[src/rtl/iqp_pkg.sv]
package iqp_pkg;

  // Probe age in half-samples: centre of the tap range, shifted by setup minus hold.
  function automatic int unsigned probe_age(input int unsigned tap_bits,
                                            input int unsigned setup_v,
                                            input int unsigned hold_v);
    int unsigned centre;
    centre = (1 << tap_bits) - 1;
    return centre + setup_v - hold_v;
  endfunction

endpackage

[src/rtl/iqp_ddr_capture.sv]
module iqp_ddr_capture #(
  parameter int DW = 16
) (
  input  logic          clk,
  input  logic          rst_n,
  input  logic [DW-1:0] din,
  input  logic          dci_in,
  output logic [DW:0]   rise_word,
  output logic [DW:0]   fall_word
);

  // Rising-edge lane
  always_ff @(posedge clk or negedge rst_n) begin
    if (!rst_n) rise_word <= '0;
    else        rise_word <= {dci_in, din};
  end

  // Falling-edge lane
  always_ff @(negedge clk or negedge rst_n) begin
    if (!rst_n) fall_word <= '0;
    else        fall_word <= {dci_in, din};
  end

endmodule

[src/rtl/iqp_tap_history.sv]
module iqp_tap_history #(
  parameter int DW   = 16,
  parameter int TAPW = 5
) (
  input  logic          clk,
  input  logic          rst_n,
  input  logic [DW:0]   rise_word,
  input  logic [DW:0]   fall_word,
  input  logic [TAPW-1:0] smp_tap,
  input  logic [TAPW:0] probe_sel,
  output logic [DW:0]   early_word,
  output logic [DW:0]   late_word,
  output logic          probe_bit
);

  localparam int NPAIR = 1 << TAPW;
  localparam int NHALF = 2 * NPAIR;

  logic [DW:0] rise_hist [NPAIR];
  logic [DW:0] fall_hist [NPAIR];
  logic [DW:0] halves    [NHALF];

  always_ff @(posedge clk or negedge rst_n) begin
    if (!rst_n) begin
      for (int j = 0; j < NPAIR; j++) begin
        rise_hist[j] <= '0;
        fall_hist[j] <= '0;
      end
    end else begin
      rise_hist[0] <= rise_word;
      fall_hist[0] <= fall_word;
      for (int j = 1; j < NPAIR; j++) begin
        rise_hist[j] <= rise_hist[j-1];
        fall_hist[j] <= fall_hist[j-1];
      end
    end
  end

  // Age order: even ages are falling-edge words, odd ages the rising word before them.
  for (genvar g = 0; g < NPAIR; g++) begin : g_age
    assign halves[2*g]   = fall_hist[g];
    assign halves[2*g+1] = rise_hist[g];
  end

  logic [TAPW:0] late_idx;
  logic [TAPW:0] early_idx;
  assign late_idx  = {1'b0, smp_tap};
  assign early_idx = late_idx + 1'b1;

  assign late_word  = halves[late_idx];
  assign early_word = halves[early_idx];
  assign probe_bit  = halves[probe_sel][DW];

endmodule

[src/rtl/iqp_iq_steer.sv]
module iqp_iq_steer #(
  parameter int DW = 16
) (
  input  logic          clk,
  input  logic          rst_n,
  input  logic [DW:0]   early_word,
  input  logic [DW:0]   late_word,
  input  logic          out_ready,
  output logic          out_valid,
  output logic [DW-1:0] out_i,
  output logic [DW-1:0] out_q
);

  logic          pend_v;
  logic [DW-1:0] pend_i;

  logic          nxt_pend_v;
  logic [DW-1:0] nxt_pend_i;
  logic          got_pair;
  logic [DW-1:0] got_i;
  logic [DW-1:0] got_q;
  logic [DW:0]   words [2];

  assign words[0] = early_word;
  assign words[1] = late_word;

  always_comb begin
    nxt_pend_v = pend_v;
    nxt_pend_i = pend_i;
    got_pair   = 1'b0;
    got_i      = '0;
    got_q      = '0;
    for (int k = 0; k < 2; k++) begin
      if (words[k][DW]) begin
        nxt_pend_v = 1'b1;
        nxt_pend_i = words[k][DW-1:0];
      end else if (nxt_pend_v) begin
        got_pair   = 1'b1;
        got_i      = nxt_pend_i;
        got_q      = words[k][DW-1:0];
        nxt_pend_v = 1'b0;
      end
    end
  end

  logic hold_out;
  assign hold_out = out_valid && !out_ready;

  always_ff @(posedge clk or negedge rst_n) begin
    if (!rst_n) begin
      pend_v    <= 1'b0;
      pend_i    <= '0;
      out_valid <= 1'b0;
      out_i     <= '0;
      out_q     <= '0;
    end else begin
      pend_v <= nxt_pend_v;
      pend_i <= nxt_pend_i;
      if (!hold_out) begin
        out_valid <= got_pair;
        if (got_pair) begin
          out_i <= got_i;
          out_q <= got_q;
        end
      end
    end
  end

endmodule

[src/rtl/iqp_seek_probe.sv]
module iqp_seek_probe (
  input  logic clk,
  input  logic rst_n,
  input  logic probe_bit,
  output logic seek,
  output logic seek_err
);

  logic primed;

  always_ff @(posedge clk or negedge rst_n) begin
    if (!rst_n) begin
      seek     <= 1'b0;
      seek_err <= 1'b0;
      primed   <= 1'b0;
    end else begin
      seek     <= probe_bit;
      seek_err <= primed && (probe_bit != seek);
      primed   <= 1'b1;
    end
  end

endmodule

[src/rtl/iqp_ddr_rx.sv]
module iqp_ddr_rx #(
  parameter int DW   = 16,
  parameter int TAPW = 5
) (
  input  logic            clk,
  input  logic            rst_n,
  input  logic [DW-1:0]   din,
  input  logic            dci_in,
  input  logic [TAPW-1:0] smp_tap,
  input  logic [TAPW-1:0] setup_tap,
  input  logic [TAPW-1:0] hold_tap,
  output logic            dclk_out,
  output logic [DW-1:0]   i_data,
  output logic [DW-1:0]   q_data,
  output logic            iq_valid,
  input  logic            iq_ready,
  output logic            seek,
  output logic            seek_err
);

  import iqp_pkg::*;

  logic [DW:0]   rise_word;
  logic [DW:0]   fall_word;
  logic [DW:0]   early_word;
  logic [DW:0]   late_word;
  logic          probe_bit;
  logic [TAPW:0] probe_sel;

  assign dclk_out  = clk;
  assign probe_sel = TAPW'(0) + (TAPW+1)'(probe_age(TAPW, int'(setup_tap), int'(hold_tap)));

  iqp_ddr_capture #(.DW(DW)) u_cap (
    .clk       (clk),
    .rst_n     (rst_n),
    .din       (din),
    .dci_in    (dci_in),
    .rise_word (rise_word),
    .fall_word (fall_word)
  );

  iqp_tap_history #(.DW(DW), .TAPW(TAPW)) u_hist (
    .clk        (clk),
    .rst_n      (rst_n),
    .rise_word  (rise_word),
    .fall_word  (fall_word),
    .smp_tap    (smp_tap),
    .probe_sel  (probe_sel),
    .early_word (early_word),
    .late_word  (late_word),
    .probe_bit  (probe_bit)
  );

  iqp_iq_steer #(.DW(DW)) u_steer (
    .clk        (clk),
    .rst_n      (rst_n),
    .early_word (early_word),
    .late_word  (late_word),
    .out_ready  (iq_ready),
    .out_valid  (iq_valid),
    .out_i      (i_data),
    .out_q      (q_data)
  );

  iqp_seek_probe u_probe (
    .clk       (clk),
    .rst_n     (rst_n),
    .probe_bit (probe_bit),
    .seek      (seek),
    .seek_err  (seek_err)
  );

endmodule

[config.mk]
export PLATFORM = sky130hd
export DESIGN_NAME = iqp_ddr_rx
export DESIGN_NICKNAME = d
export VERILOG_FILES = /design/src/rtl/iqp_pkg.sv /design/src/rtl/iqp_ddr_capture.sv /design/src/rtl/iqp_tap_history.sv /design/src/rtl/iqp_iq_steer.sv /design/src/rtl/iqp_seek_probe.sv /design/src/rtl/iqp_ddr_rx.sv
export SDC_FILE = /design/constraint.sdc
export NUM_CORES = 1
export LEC_CHECK = 0
export BUFFER_PORTS_ARGS = -buffer_cell sky130_fd_sc_hd__buf_2
export CAP_MARGIN = 5
export CORE_UTILIZATION = 25
export CTS_BUF_LIST = sky130_fd_sc_hd__clkbuf_2
export DETAILED_ROUTE_END_ITERATION = 7
export PLACE_DENSITY = 0.4
export SLEW_MARGIN = 20
export SYNTH_ARGS = -nofsm -noshare
export SYNTH_HDL_FRONTEND = slang
export SYNTH_SLANG_ARGS = --single-unit
[constraint.sdc]
create_clock -name clk -period 5.4 [get_ports clk]
set_input_delay 1.35 -clock clk [delete_from_list [all_inputs] [get_ports clk]]
set_output_delay 1.35 -clock clk [all_outputs]
set_load 0.1 [all_outputs]
==> out/metrics.yaml <==
hold_path:
  hold_class: "reg2reg"
grt:
  grt_pass1_vias: 24700
  grt_start_max_net_pins: 152
  grt_antenna_before_repair: 3
  grt_usage_pct: 13.0
  grt_pass1_wl_mm: 156
  grt.overflow.total: 0
timing:
  drv_slew: 0
  finalHoldViolations: 0
  slew_headroom_pct: 27.6
  rsz0062_at_grt: "no"
  fin_skew_ps: 201
  fin_tns_setup_ps: 0
  tightest_slew_ps: 1090
  whs_ps: 319
  setup_ws_ps: 894
  setup_violations: 0
layout:
  fin_nets: 2630
  drive_gt1_share_pct: 34.0
  final_cell_mix: "1030 x dfrtp_1, 434 x clkbuf_2, 302 x mux4_2"
  syn2layout_area_growth_pct: 14.1
  layout.cells.non_filler: 4812
  final_common_cell: "dfrtp_1"
drt:
  wl_per_cell_um: 20.8
  vias: 22200
  antenna_left: 0
  drc_errors: 0
  vias_per_cell: 4.61
  drt-total-wl_mm: 100
  drt_iter0_drc: 1481
  drtPass1Iterations: 5
yosys:
  synthesis.instances: 2275
  synth_top_area_share_pct: 65.8
  syn_area_per_cell_sq_um: 17.2
  ys_top_cells_by_area: "dfrtp_1 66%, mux4_2 17%, mux2i_1 3.9%"
  yosys_warnings: 0
  ys_seq_area_share_pct: 66.9
  async_flop_share_pct: 100
  synth_top_area_cell: "dfrtp_1"
  synth_seq_cells: 1047
  netlist-cell-type-count: 55
  synthFlopType: "dfrtp_1"
  netlist_area_sq_mm: 0.0392
  synth_edf_count: 0
  syn_nets: 2317
clock_tree:
  postCtsResizedCells: 0
  cts_setup_buffers: 0
  clk_pin_slew_worst_paths_ps: 90
  clock_latency_ps: 1580
  tritoncts: "yes"
critical_path:
  path_max_fanout: 4
  timing_worst_setup_path_type: "clk2out"
  cp.arrival_ps: 3160
  required_ps: 4050
  cp-start-kind: "clock port"
  cp-end-kind: "output port"
pwr:
  power_leakage_nw: 19.2
  power_density_mw_per_mm2: 389
  vdd_drop_max_uv: 337
flow_run:
  maxCapViolations: 0
run_status:
  status: "completed"
place:
  dp_hpwl_mm: 61.7
  place_inst: 4317
  dp_slack_ps: 419
  io_buffers: 70
  place.gp.congestion: 0.795
floorplan:
  core_area_sq_mm: 0.155
  initial_core_util_pct: 25.3
  die-height_um: 398
  rows: 144
  die_area_sq_mm: 0.158
  die_w_um: 398
  io_pins: 71
layout make-up:
type / count / area [sq um]
Fill cell: 15400 / 110000
Sequential cell: 1047 / 26200
Multi-Input combinational cell: 1047 / 12200
Tap cell: 2044 / 2560
Clock buffer: 435 / 2180
Timing Repair Buffer: 176 / 1350
Clock inverter: 38 / 173
Inverter: 22 / 82.6
Antenna cell: 3 / 7.51
timing repair:
item	4_1_cts	5_1_grt
endpoints found under the hold margin	290	0
hold buffers	20	0
endpoints found under the setup margin	0	0
kinds of logic (layout without fill, tap and decap cells):
logic type / count (synthesis) / after routing / share of synthesized area, %
flip-flops: 1047 / 1047 / 66.9
multiplexers: 486 / 486 / 22.2
AO/OA/AOI/OAI: 315 / 315 / 5.71
AND/OR/NAND/NOR: 230 / 230 / 2.56
buffers and inverters: 181 / 671 / 2.21
XOR/XNOR: 8 / 8 / 0.198
adder cells (fa/ha/maj): 7 / 7 / 0.243
other: 1 / 4 / 0.00957
state kept, by name, indices dropped and copies added, names as in the netlist, 16 cells and up:
name	cells
u_cap.fall_word	17
u_cap.rise_word	17
u_hist.fall_hist	480
u_hist.halves	480
u_steer.out_i	16
u_steer.out_q	16
u_steer.pend_i	16
worst paths after layout:
check / slack, ps / endpoint / cells past startpoint / start
max: 890 / dclk_out / 3 / clk
min: 320 / u_hist.fall_hist[151] / 0 / u_hist.fall_hist[168]
max reg2reg: 2290 / u_steer.out_q[9] / 8 / u_hist.halves[560]
min reg2reg: 320 / u_hist.fall_hist[151] / 0 / u_hist.fall_hist[168]
max in group asynchronous: 1980 / u_cap.fall_word[14] / 3 / rst_n
min in group asynchronous: 370 / u_hist.fall_hist[483] / 3 / rst_n
power breakdown:
| part | switching (W) | internal (W) | leakage, nW | total (W) |
|---|---|---|---|---|
| combinational | 0.00215 | 0.00104 | 5.04 | 0.00319 |
| clock | 0.00324 | 0.00215 | 1.90 | 0.00539 |
| sequential | 0.000438 | 0.00838 | 12.2 | 0.00882 |
worst max-delay path: stages:
cell and delay, ps:
clkbuf_2 80, clkbuf_2 90, buf_2 280
metal layers:
| layer | up-vias | GRT usage (%) | wire (um) |
|---|---|---|---|
| met5 | - | 0 | 0 |
| met4 | 0 | 5.75 | 2830 |
| met3 | 184 | 3.17 | 5150 |
| met2 | 655 | 19.5 | 46500 |
| met1 | 12000 | 17.7 | 45700 |
| li1 | 9365 | - | - |
cells in the mapped netlist, drive strengths merged (3+ instances only):
cell     number
mux2i       151
xnor2         3
o22ai        32
o211ai       16
dfrtn        17
xor2          5
a31oi        17
o21ai        52
inv          22
a21o          3
a21oi        21
a22o         16
a21boi       18
a2bb2oi      16
nand2       152
clkbuf       70
mux4        302
a32oi        17
nor2          7
a211oi       32
o221ai       17
o2bb2ai      16
o31ai        17
mux2         33
dfrtp      1030
ha            6
buf          89
o21a         16
nand2b        4
nor2b        21
nand3        35
through the flow:
| stage | instance area, sq um | power [W] | util [%] |
|---|---|---|---|
| final | 44700 | 0.0174 | 28.9 |
| after global routing | 44700 | 0.0184 | 28.9 |
| after detailed placement | 42100 | 0.0123 | 27.2 |
| after floorplan | 39200 | 0.0111 | - |
| after CTS | 44700 | 0.0178 | 28.9 |
| after global placement | 42100 | 0.0122 | 27.2 |
No activity file was read; power rests on OpenSTA's default activity.
